File: src/rtl/dtra_pkg.sv
package dtra_pkg;
    localparam int NUM_THREADS = 2;

    typedef enum logic [1:0] {
        OP_PLAIN     = 2'b00,
        OP_LOAD      = 2'b01,
        OP_STORE     = 2'b10,
        OP_PLAIN_ALT = 2'b11
    } op_kind_e;
endpackage

File: src/rtl/dtra_region.sv
module dtra_region #(
    parameter int DEPTH = 64
) (
    input  logic                         clk,
    input  logic                         rst_n,
    input  logic                         alloc_i,
    input  logic                         rel_i,
    input  logic                         flush_i,
    output logic                         full_o,
    output logic [((DEPTH > 1) ? $clog2(DEPTH) : 1)-1:0] tail_o
);
    localparam int PW = (DEPTH > 1) ? $clog2(DEPTH) : 1;
    localparam int CW = $clog2(DEPTH + 1);

    typedef struct packed {
        logic [PW-1:0] head;
        logic [PW-1:0] tail;
        logic [CW-1:0] cnt;
    } reg_state_t;

    reg_state_t st_d, st_q;
    logic       rel_eff;

    always_comb begin
        st_d    = st_q;
        rel_eff = rel_i && (st_q.cnt != '0);
        if (alloc_i) begin
            st_d.tail = (st_q.tail == PW'(DEPTH - 1)) ? '0 : st_q.tail + 1'b1;
        end
        if (rel_eff) begin
            st_d.head = (st_q.head == PW'(DEPTH - 1)) ? '0 : st_q.head + 1'b1;
        end
        st_d.cnt = st_q.cnt + CW'(alloc_i) - CW'(rel_eff);
        if (flush_i) begin
            st_d = '0;
        end
    end

    always_ff @(posedge clk) begin
        if (!rst_n) st_q <= '0;
        else        st_q <= st_d;
    end

    assign full_o = (st_q.cnt == CW'(DEPTH));
    assign tail_o = st_q.tail;

    AST_NO_ALLOC_WHEN_FULL: assert property (@(posedge clk) disable iff (!rst_n)
        alloc_i |-> (st_q.cnt < CW'(DEPTH)));
    AST_CNT_BOUNDED: assert property (@(posedge clk) disable iff (!rst_n)
        st_q.cnt <= CW'(DEPTH));
    AST_FLUSH_EMPTIES: assert property (@(posedge clk) disable iff (!rst_n)
        flush_i |=> (st_q.cnt == '0 && st_q.tail == '0));
    AST_PTR_MATCH_CNT: assert property (@(posedge clk) disable iff (!rst_n)
        ((int'(st_q.tail) - int'(st_q.head) + DEPTH) % DEPTH) ==
        ((st_q.cnt == CW'(DEPTH)) ? 0 : int'(st_q.cnt)));
endmodule

File: src/rtl/dtra_arb.sv
module dtra_arb (
    input  logic       clk,
    input  logic       rst_n,
    input  logic [1:0] elig_i,
    output logic [1:0] gnt_o
);
    typedef struct packed {
        logic prio;
        logic seen;
    } arb_state_t;

    arb_state_t st_d, st_q;
    logic [1:0] prev_gnt_q;
    logic [1:0] prev_elig_q;

    always_comb begin
        st_d = st_q;
        if (elig_i == 2'b11) gnt_o = st_q.prio ? 2'b10 : 2'b01;
        else                 gnt_o = elig_i;
        if (gnt_o[0])      st_d.prio = 1'b1;
        else if (gnt_o[1]) st_d.prio = 1'b0;
        st_d.seen = 1'b1;
    end

    always_ff @(posedge clk) begin
        if (!rst_n) begin
            st_q        <= '0;
            prev_gnt_q  <= '0;
            prev_elig_q <= '0;
        end else begin
            st_q        <= st_d;
            prev_gnt_q  <= gnt_o;
            prev_elig_q <= elig_i;
        end
    end

    AST_GNT_ONEHOT: assert property (@(posedge clk) disable iff (!rst_n)
        $onehot0(gnt_o));
    AST_GNT_ONLY_ELIG: assert property (@(posedge clk) disable iff (!rst_n)
        (gnt_o & ~elig_i) == 2'b00);
    AST_LONE_SERVED: assert property (@(posedge clk) disable iff (!rst_n)
        (elig_i != 2'b00) |-> (gnt_o != 2'b00));
    AST_ALTERNATE: assert property (@(posedge clk) disable iff (!rst_n)
        (st_q.seen && elig_i == 2'b11 && prev_elig_q == 2'b11)
        |-> (gnt_o != prev_gnt_q));
endmodule

File: src/rtl/dtra_alloc.sv
module dtra_alloc
    import dtra_pkg::*;
#(
    parameter int ROB_ENTRIES = 128,
    parameter int LD_ENTRIES  = 48,
    parameter int ST_ENTRIES  = 24
) (
    input  logic                           clk,
    input  logic                           rst_n,
    input  logic [1:0]                     req_valid,
    input  logic [1:0]                     req_kind_t0,
    input  logic [1:0]                     req_kind_t1,
    input  logic [1:0]                     rel_rob,
    input  logic [1:0]                     rel_ld,
    input  logic [1:0]                     rel_st,
    input  logic [1:0]                     flush,
    output logic [1:0]                     gnt,
    output logic [$clog2(ROB_ENTRIES)-1:0] gnt_rob_idx,
    output logic [$clog2(LD_ENTRIES)-1:0]  gnt_ld_idx,
    output logic [$clog2(ST_ENTRIES)-1:0]  gnt_st_idx
);
    localparam int ROB_HALF = ROB_ENTRIES / NUM_THREADS;
    localparam int LD_HALF  = LD_ENTRIES / NUM_THREADS;
    localparam int ST_HALF  = ST_ENTRIES / NUM_THREADS;
    localparam int ROB_IW   = $clog2(ROB_ENTRIES);
    localparam int LD_IW    = $clog2(LD_ENTRIES);
    localparam int ST_IW    = $clog2(ST_ENTRIES);
    localparam int ROB_PW   = (ROB_HALF > 1) ? $clog2(ROB_HALF) : 1;
    localparam int LD_PW    = (LD_HALF > 1) ? $clog2(LD_HALF) : 1;
    localparam int ST_PW    = (ST_HALF > 1) ? $clog2(ST_HALF) : 1;

    op_kind_e    kind     [NUM_THREADS];
    logic [1:0]  need_ld, need_st, fits, elig;
    logic [1:0]  rob_full, ld_full, st_full;
    logic [ROB_PW-1:0] rob_tail [NUM_THREADS];
    logic [LD_PW-1:0]  ld_tail  [NUM_THREADS];
    logic [ST_PW-1:0]  st_tail  [NUM_THREADS];

    assign kind[0] = op_kind_e'(req_kind_t0);
    assign kind[1] = op_kind_e'(req_kind_t1);

    for (genvar t = 0; t < NUM_THREADS; t++) begin : g_thr
        assign need_ld[t] = (kind[t] == OP_LOAD);
        assign need_st[t] = (kind[t] == OP_STORE);
        assign fits[t]    = !rob_full[t] && !(need_ld[t] && ld_full[t])
                         && !(need_st[t] && st_full[t]);
        assign elig[t]    = req_valid[t] && fits[t] && !flush[t];

        dtra_region #(.DEPTH(ROB_HALF)) u_rob (
            .clk(clk), .rst_n(rst_n), .alloc_i(gnt[t]), .rel_i(rel_rob[t]),
            .flush_i(flush[t]), .full_o(rob_full[t]), .tail_o(rob_tail[t]));
        dtra_region #(.DEPTH(LD_HALF)) u_ld (
            .clk(clk), .rst_n(rst_n), .alloc_i(gnt[t] && need_ld[t]),
            .rel_i(rel_ld[t]), .flush_i(flush[t]), .full_o(ld_full[t]),
            .tail_o(ld_tail[t]));
        dtra_region #(.DEPTH(ST_HALF)) u_st (
            .clk(clk), .rst_n(rst_n), .alloc_i(gnt[t] && need_st[t]),
            .rel_i(rel_st[t]), .flush_i(flush[t]), .full_o(st_full[t]),
            .tail_o(st_tail[t]));
    end

    dtra_arb u_arb (.clk(clk), .rst_n(rst_n), .elig_i(elig), .gnt_o(gnt));

    always_comb begin
        gnt_rob_idx = '0;
        gnt_ld_idx  = '0;
        gnt_st_idx  = '0;
        for (int t = 0; t < NUM_THREADS; t++) begin
            if (gnt[t]) begin
                gnt_rob_idx = ROB_IW'(t * ROB_HALF) + ROB_IW'(rob_tail[t]);
                if (need_ld[t]) gnt_ld_idx = LD_IW'(t * LD_HALF) + LD_IW'(ld_tail[t]);
                if (need_st[t]) gnt_st_idx = ST_IW'(t * ST_HALF) + ST_IW'(st_tail[t]);
            end
        end
    end

    AST_ROB_IN_REGION: assert property (@(posedge clk) disable iff (!rst_n)
        gnt[1] |-> (gnt_rob_idx >= ROB_IW'(ROB_HALF)));
    AST_NO_FLUSH_GRANT: assert property (@(posedge clk) disable iff (!rst_n)
        (gnt & flush) == 2'b00);
    AST_PLAIN_NO_LD: assert property (@(posedge clk) disable iff (!rst_n)
        (gnt != 2'b00 && gnt_ld_idx != '0) |->
        ((gnt[0] && need_ld[0]) || (gnt[1] && need_ld[1])));
endmodule

File: config.mk
export PLATFORM = sky130hd
export DESIGN_NAME = dtra_alloc
export DESIGN_NICKNAME = d
export VERILOG_FILES = /design/src/rtl/dtra_pkg.sv /design/src/rtl/dtra_region.sv /design/src/rtl/dtra_arb.sv /design/src/rtl/dtra_alloc.sv
export SDC_FILE = /design/constraint.sdc
export NUM_CORES = 1
export LEC_CHECK = 0
export BUFFER_PORTS_ARGS = -buffer_cell sky130_fd_sc_hd__buf_2
export CAP_MARGIN = 20
export CORE_UTILIZATION = 61
export DETAILED_ROUTE_END_ITERATION = 8
export PLACE_DENSITY = 0.91
export SLEW_MARGIN = 20
export SYNTH_ARGS = -nofsm -noshare
export SYNTH_HDL_FRONTEND = slang
export SYNTH_SLANG_ARGS = --single-unit
File: constraint.sdc
create_clock -name clk -period 3.75 [get_ports clk]
set_input_delay 0.1875 -clock clk [delete_from_list [all_inputs] [get_ports clk]]
set_output_delay 0.1875 -clock clk [all_outputs]
set_load 0.05 [all_outputs]
# --- Yosys cells after proc, flatten, opt, wreduce, memory -nomap -nowiden ---
# Index checks and enable logic that the tools add are counted.
op_classes:
  add_sub_neg: 21
  eq_ne: 17
  muxes: 20
  n_bitwise: 1
  reduce_logical: 39
op_table:
  columns: ["op", "n"]
  rows:
  - ["$mux W5", 6]
  - ["$mux W6", 5]
  - ["$logic_and A1 B1 Y1", 22]
  - ["$eq A5 B5 Y1 const B", 4]
  - ["$eq A4 B4 Y1 const B", 4]
  - ["$mux W4", 4]
  - ["$add A7 B1 Y7", 2]
  - ["$eq A7 B7 Y1 const B", 2]
  - ["$reduce_bool A7 Y1", 2]
  - ["$sub A7 B1 Y7", 2]
  - ["$add A6 B1 Y6 const B", 2]
  - ["$eq A6 B6 Y1 const B", 2]
  - ["$add A5 B1 Y5", 2]
  - ["$add A5 B1 Y5 const B", 2]
  - ["$reduce_bool A5 Y1", 2]
  - ["$sub A5 B1 Y5", 2]
  - ["$add A4 B1 Y4", 2]
  - ["$add A4 B1 Y4 const B", 2]
  - ["$logic_not A1 Y1", 8]
  - ["$reduce_bool A4 Y1", 2]
  - ["$sub A4 B1 Y4", 2]
  - ["$add A7 B6 Y7 const A", 1]
  - ["$mux W7", 1]
  - ["$add A5 B5 Y6 const A", 1]
  - ["8 further kinds", 14]
word_totals:
  regBits: 63
  input_bits: 16
  out_inout_bits: 20
  elab_cells: 111

# --- Depth between registers and ports, before layout ---
depth:
  depth_word: 12
  mapped_depth: 16
  depth_no_buf: 15

# --- Hierarchy ---
# Synthesis repeated with hierarchy kept, for this count alone.
unflattened:
  hier_cells: 513
  area_unflattened_um2: 4463.0
by_module_without_submodules:
  columns: ["module", "n_inst", "cells_per_inst", "area_per_inst_um2", "seq_area_each_um2"]
  rows:
  - ["dtra_region (g_thr[0].u_rob ...)", 2, 101, 852.1, 260.2]
  - ["dtra_region (g_thr[0].u_ld ...)", 2, 72, 643.1, 200.2]
  - ["dtra_region (g_thr[0].u_st ...)", 2, 53, 483.0, 160.2]
  - ["dtra_alloc", 1, 55, 457.9, 0.0]
  - ["dtra_arb", 1, 6, 48.8, 20.0]

# --- Worst setup path before layout ---
# OpenSTA, ideal clock, no wires.
synth_timing:
  kind: "register to register"
  start: "reg g_thr[0].u_rob.st_q[2] (netlist bit)"
  end: "reg g_thr[0].u_ld.st_q[4] (netlist bit)"
  setup_ns: 0.071
  arrival_time_ns: 3.227
  required_time_ns: 3.679
  path_slack_ns: 0.452
  stages_incl_launch_ff: 17
  n_path_buf: 1
  period_less_slack_ns: 3.298
  cell_sequence: "dfxtp_1 -> inv_1 -> ha_1 -> nor4bb_4 -> a32o_2 -> or2_1 -> buf_6 -> nor3_2 -> inv_1 -> ha_1 -> inv_1 -> ha_1 -> fa_1 -> a21oi_1 -> nor2_1 -> or3_1 -> a21oi_1"
synth_via:
  elab_chain_len: 11
synth_lines:
  columns: ["item", "line", "text"]
  rows:
  - ["start, declared", "dtra_region.sv:21", "reg_state_t st_d, st_q;"]
  - ["start signal, assigned", "dtra_region.sv:41", "else st_q <= st_d;"]
  - ["$eq A7 B7 Y1 *", "dtra_region.sv:44", "assign full_o = (st_q.cnt == CW'(DEPTH));"]
  - ["$logic_not A1 Y1 *", "dtra_alloc.sv:45", "assign fits[t] = !rob_full[t] && !(need_ld[t] && ld_full[t])"]
  - ["$logic_and A1 B1 Y1 *", "dtra_alloc.sv:45", null]
  - ["$logic_and A1 B1 Y1 *", "dtra_alloc.sv:46", "&& !(need_st[t] && st_full[t]);"]
  - ["$logic_and A1 B1 Y1 * (2 in series)", "dtra_alloc.sv:47", "assign elig[t] = req_valid[t] && fits[t] && !flush[t];"]
  - ["$eq A2 B2 Y1", "dtra_arb.sv:18", "if (elig_i == 2'b11) gnt_o = st_q.prio ? 2'b10 : 2'b01;"]
  - ["$mux W2 *", "dtra_arb.sv:18", null]
  - ["$logic_and A1 B1 Y1 *", "dtra_alloc.sv:53", ".clk(clk), .rst_n(rst_n), .alloc_i(gnt[t] && need_ld[t]),"]
  - ["$add A5 B1 Y5 *", "dtra_region.sv:33", "st_d.cnt = st_q.cnt + CW'(alloc_i) - CW'(rel_eff);"]
  - ["$sub A5 B1 Y5 *", "dtra_region.sv:33", null]
  - ["end signal, assigned", "dtra_region.sv:41", null]
  - ["end, declared", "dtra_region.sv:21", null]
# Every way passes the cells marked *; elsewhere a longest branch is shown, timed or not.
# A chain may end at the register's enable or synchronous reset.

# --- Final worst setup path ---
layout_timing:
  start: "reg g_thr[0].u_rob.st_q[3] (netlist bit)"
  end: "reg g_thr[1].u_ld.st_q[4] (netlist bit)"
layout_via:
  elab_chain_len: 11
layout_lines:
  columns: ["item", "line"]
  rows:
  - ["$eq A7 B7 Y1", "dtra_region.sv:44"]
  - ["$logic_not A1 Y1", "dtra_alloc.sv:45"]
  - ["$logic_and A1 B1 Y1", "dtra_alloc.sv:45"]
  - ["$logic_and A1 B1 Y1", "dtra_alloc.sv:46"]
  - ["$logic_and A1 B1 Y1 (2 in series)", "dtra_alloc.sv:47"]
  - ["$eq A2 B2 Y1", "dtra_arb.sv:18"]
  - ["$mux W2", "dtra_arb.sv:18"]
  - ["$logic_and A1 B1 Y1", "dtra_alloc.sv:53"]
  - ["$add A5 B1 Y5", "dtra_region.sv:33"]
  - ["$sub A5 B1 Y5", "dtra_region.sv:33"]
  - ["end signal, assigned", "dtra_region.sv:41"]
  - ["end, declared", "dtra_region.sv:21"]
# No other way between the ends.

==> out/qor.csv <==
stage;metric;value;unit
status;status;complete, no violations;
routing;firstDrtPassIters;4;
grt;grt_max_degree;28;
routing;drc_errors;0;
layout;fin_nets;604;
clock_network;cts_hold_buf;0;
synth;ys.warnings.count;0;
pwr;power_frac_comb;51.0;%
grt;grt_pass1_wl;16.0;mm
floorplanning;chipHeight;86.1;microns
pwr;p_switching;1100;uW
synth;synth_top_area_share;29.2;%
pwr;clkPwrFrac;17.8;%
worst_setup_path;max_stage_delay;0.40;ns
pwr;ir_drop;0.437;mV
floorplanning;ios;36;
floorplanning;die-area;0.00742;sq mm
routing;antenna_left;0;
routing;routed_via_density;5.95;
pwr;leakagePower;0.00197;uW
synth;ys_seq_elements;63;
worst_setup_path;critical_path_class;flop to flop;
worst_setup_path;critical_path.max_fanout;6;
floorplanning;initial_core_util;63.2;%
routing;vias;3728;
sta;worstMarginPinSlew;1.03;ns
grt;grt.overflow.total;0;
synth;yosys-top-cells-area;dfxtp_1 (29%), ha_1 (15%), inv_1 (5.1%), a21oi_1 (3.7%), nor2_1 (3.0%);
pwr;power_density;586;mW/mm^2
synth;synth_edf_count;0;
layout;syn_to_final_growth;9.53;%
clock_network;cts.sink_count;63;
synth;synthCells;492;
synth;seq_area_frac_synth;29.2;%
synth;async_flop_share;0;%
grt;grt_use_total;26.9;%
synth;ys_types;69;
synth;synth.largest_area_cell;dfxtp_1;
grt;grt_antenna_before_repair;0;
routing;drtIter0Drc;248;
worst_setup_path;worst_path_max_delay_cell;fa_1;
sta;timing.final.crit_period;3.50;ns
worst_setup_path;endpoint_kind;flop;
layout;drive_gt1_share;14.9;%
sta;maxClockFrequency;286;MHz
clock_network;clkLatencyLatePin;0.34;ns
worst_setup_path;critPathArrivalTime;3.75;ns
floorplanning;rows;30;
clock_network;cts_tree;built;
grt;grt_pass1_vias;3767;
sta;setup_viol;0;
placed_design;gp_congestion;0.819;
sta;maxSlewViolCount;0;
worst_setup_path;crit_path_cell_trace;inv_1, ha_1, nor4bb_4, a32o_2, o21ai_0, nor2_2, inv_1, ha_1, inv_1, ha_1, fa_1, a21oi_1, nor2_1, or3_1, a21oi_1;
sta;hold_violations;0;
sta;skew;0.0116;ns
routing;wl;9.20;mm
clock_network;clkSlewWorstSetupHoldPaths;0.07;ns
layout;diodes;0;
worst_setup_path;critPathLaunchType;flop;
hold_path;hold_path.class;input port to flop;
clock_network;cts_buffer_depth;2;
synth;synthFlopType;dfxtp_1;
sta;slew-limit-headroom;31.5;%
sta;fin_crit_sh;93.3;%
clock_network;cts_buffers;9;
synth;syn_area_per_cell;8.78;sq um
clock_network;cts_root_buf;clkbuf_8;
placed_design;io_buffers;35;
layout;final_util;69.2;%
job;max_cap_violations;0;
synth;syn-cell-area;0.00432;sq mm
floorplanning;chipWidth;86.1;microns
pwr;power.switching_fraction;39.7;%
sta;worst_slack;0.250;ns
placed_design;hpwl;6.99;mm
sta;tns;0;ns
clock_network;h-tree-depth;3;
pwr;p_seq_share;31.2;%
synth;synth_nets;567;
pwr;p_int;1670;uW
routing;wl_per_cell;14.7;microns
placed_design;place_ws;0.212;ns
floorplanning;core_area;0.00683;sq mm
synth;synthTopCellsByCount;dfxtp_1 (63), inv_1 (59), ha_1 (53), nor2_1 (34), a21oi_1 (32);
worst_setup_path;cp.required;4.00;ns
synth;yosys.cell_count.top_type;dfxtp_1;
[through the flow]
stage	area, sq um	std cells	total power [uW]	hold slack [ns]
detailed placement	4570	613	2280	0.478
finish	4730	627	2770	0.146
floorplan	4320	492	2000	0.321
CTS	4720	626	2780	0.139
global route	4730	627	3040	0.154
global placement	4570	613	2190	0.472
[path summary, 6_finish.rpt]
kind | from | end | slack, ns | cells past startpoint
hold reg to reg | g_thr[1].u_ld.tail_o[4] | g_thr[1].u_ld.tail_o[4] | 0.48 | 2
setup / recovery | g_thr[0].u_rob.st_q[3] | g_thr[1].u_ld.st_q[4] | 0.25 | 15
setup reg to reg | g_thr[0].u_rob.st_q[3] | g_thr[1].u_ld.st_q[4] | 0.25 | 15
hold / removal | rst_n | u_arb.st_q[1] | 0.15 | 2
[worst max-delay path, delay by kind of cell, from the launching register on]
family,cells,cell delay [ns]
buffers and inverters,3,0.23
AO/OA/AOI/OAI,4,0.80
adder cells (fa/ha/maj),4,1.04
AND/OR/NAND/NOR,4,1.04
flip-flops,1,0.32
[per-layer routing]
layer / global-route usage (%) / wire length, microns
met4: 8.79 / 169
met2: 48.4 / 4640
met5: 0 / 0
met3: 5.77 / 416
met1: 31.7 / 3980
[state kept, by name, indices dropped and copies added, names as in the netlist]
register,count
g_thr.u_ld.st_q,10
g_thr.u_ld.tail_o,10
g_thr.u_rob.st_q,14
g_thr.u_st.st_q,8
u_arb.st_q,1
g_thr.u_st.tail_o,8
g_thr.u_rob.tail_o,12
[area by class of cell]
type	count	area, sq um
multi-input cells	352	2730
flip-flops and latches	63	1260
repair buffers	44	243
well taps	96	120
fillers	533	2100
clock inverters	2	10.0
inverters	59	221
clock buffers	11	141
[layout by cell type, fill, tap and decap left out, drive strengths merged, types with 11 or more instances in the layout]
cell type and instances:
dfxtp 63, inv 59, ha 53, buf 44
nor2 35, a21oi 33, nand3 21, nand2 20
o21ai 15, xnor2 11, and2 11, clkbuf 11
[cell families (layout without fill, tap and decap cells)]
family | Yosys count | count (layout) | synth area share (%)
flops | 63 | 63 | 29.2
mux | 5 | 5 | 1.16
buf+inv | 77 | 116 | 7.56
simple gates | 151 | 151 | 20.2
fa+ha+maj | 59 | 59 | 18.1
compound gates | 121 | 121 | 20.5
xor+xnor | 16 | 16 | 3.24
[power groups by stage]
stage / clock [uW] / sequential, uW / combinational (uW)
floorplan: 0 / 857 / 1150
global placement: 0 / 871 / 1310
detailed placement: 0 / 881 / 1390
global route: 530 / 880 / 1630
finish: 492 / 866 / 1410
CTS: 498 / 866 / 1420
[what timing repair did]
action                                  in CTS  in global routing
resized for setup                            0                  1
setup buffers                                0                  1
endpoints found under the setup margin       0                  1
Note: power is estimated with default switching activity, not from simulation.
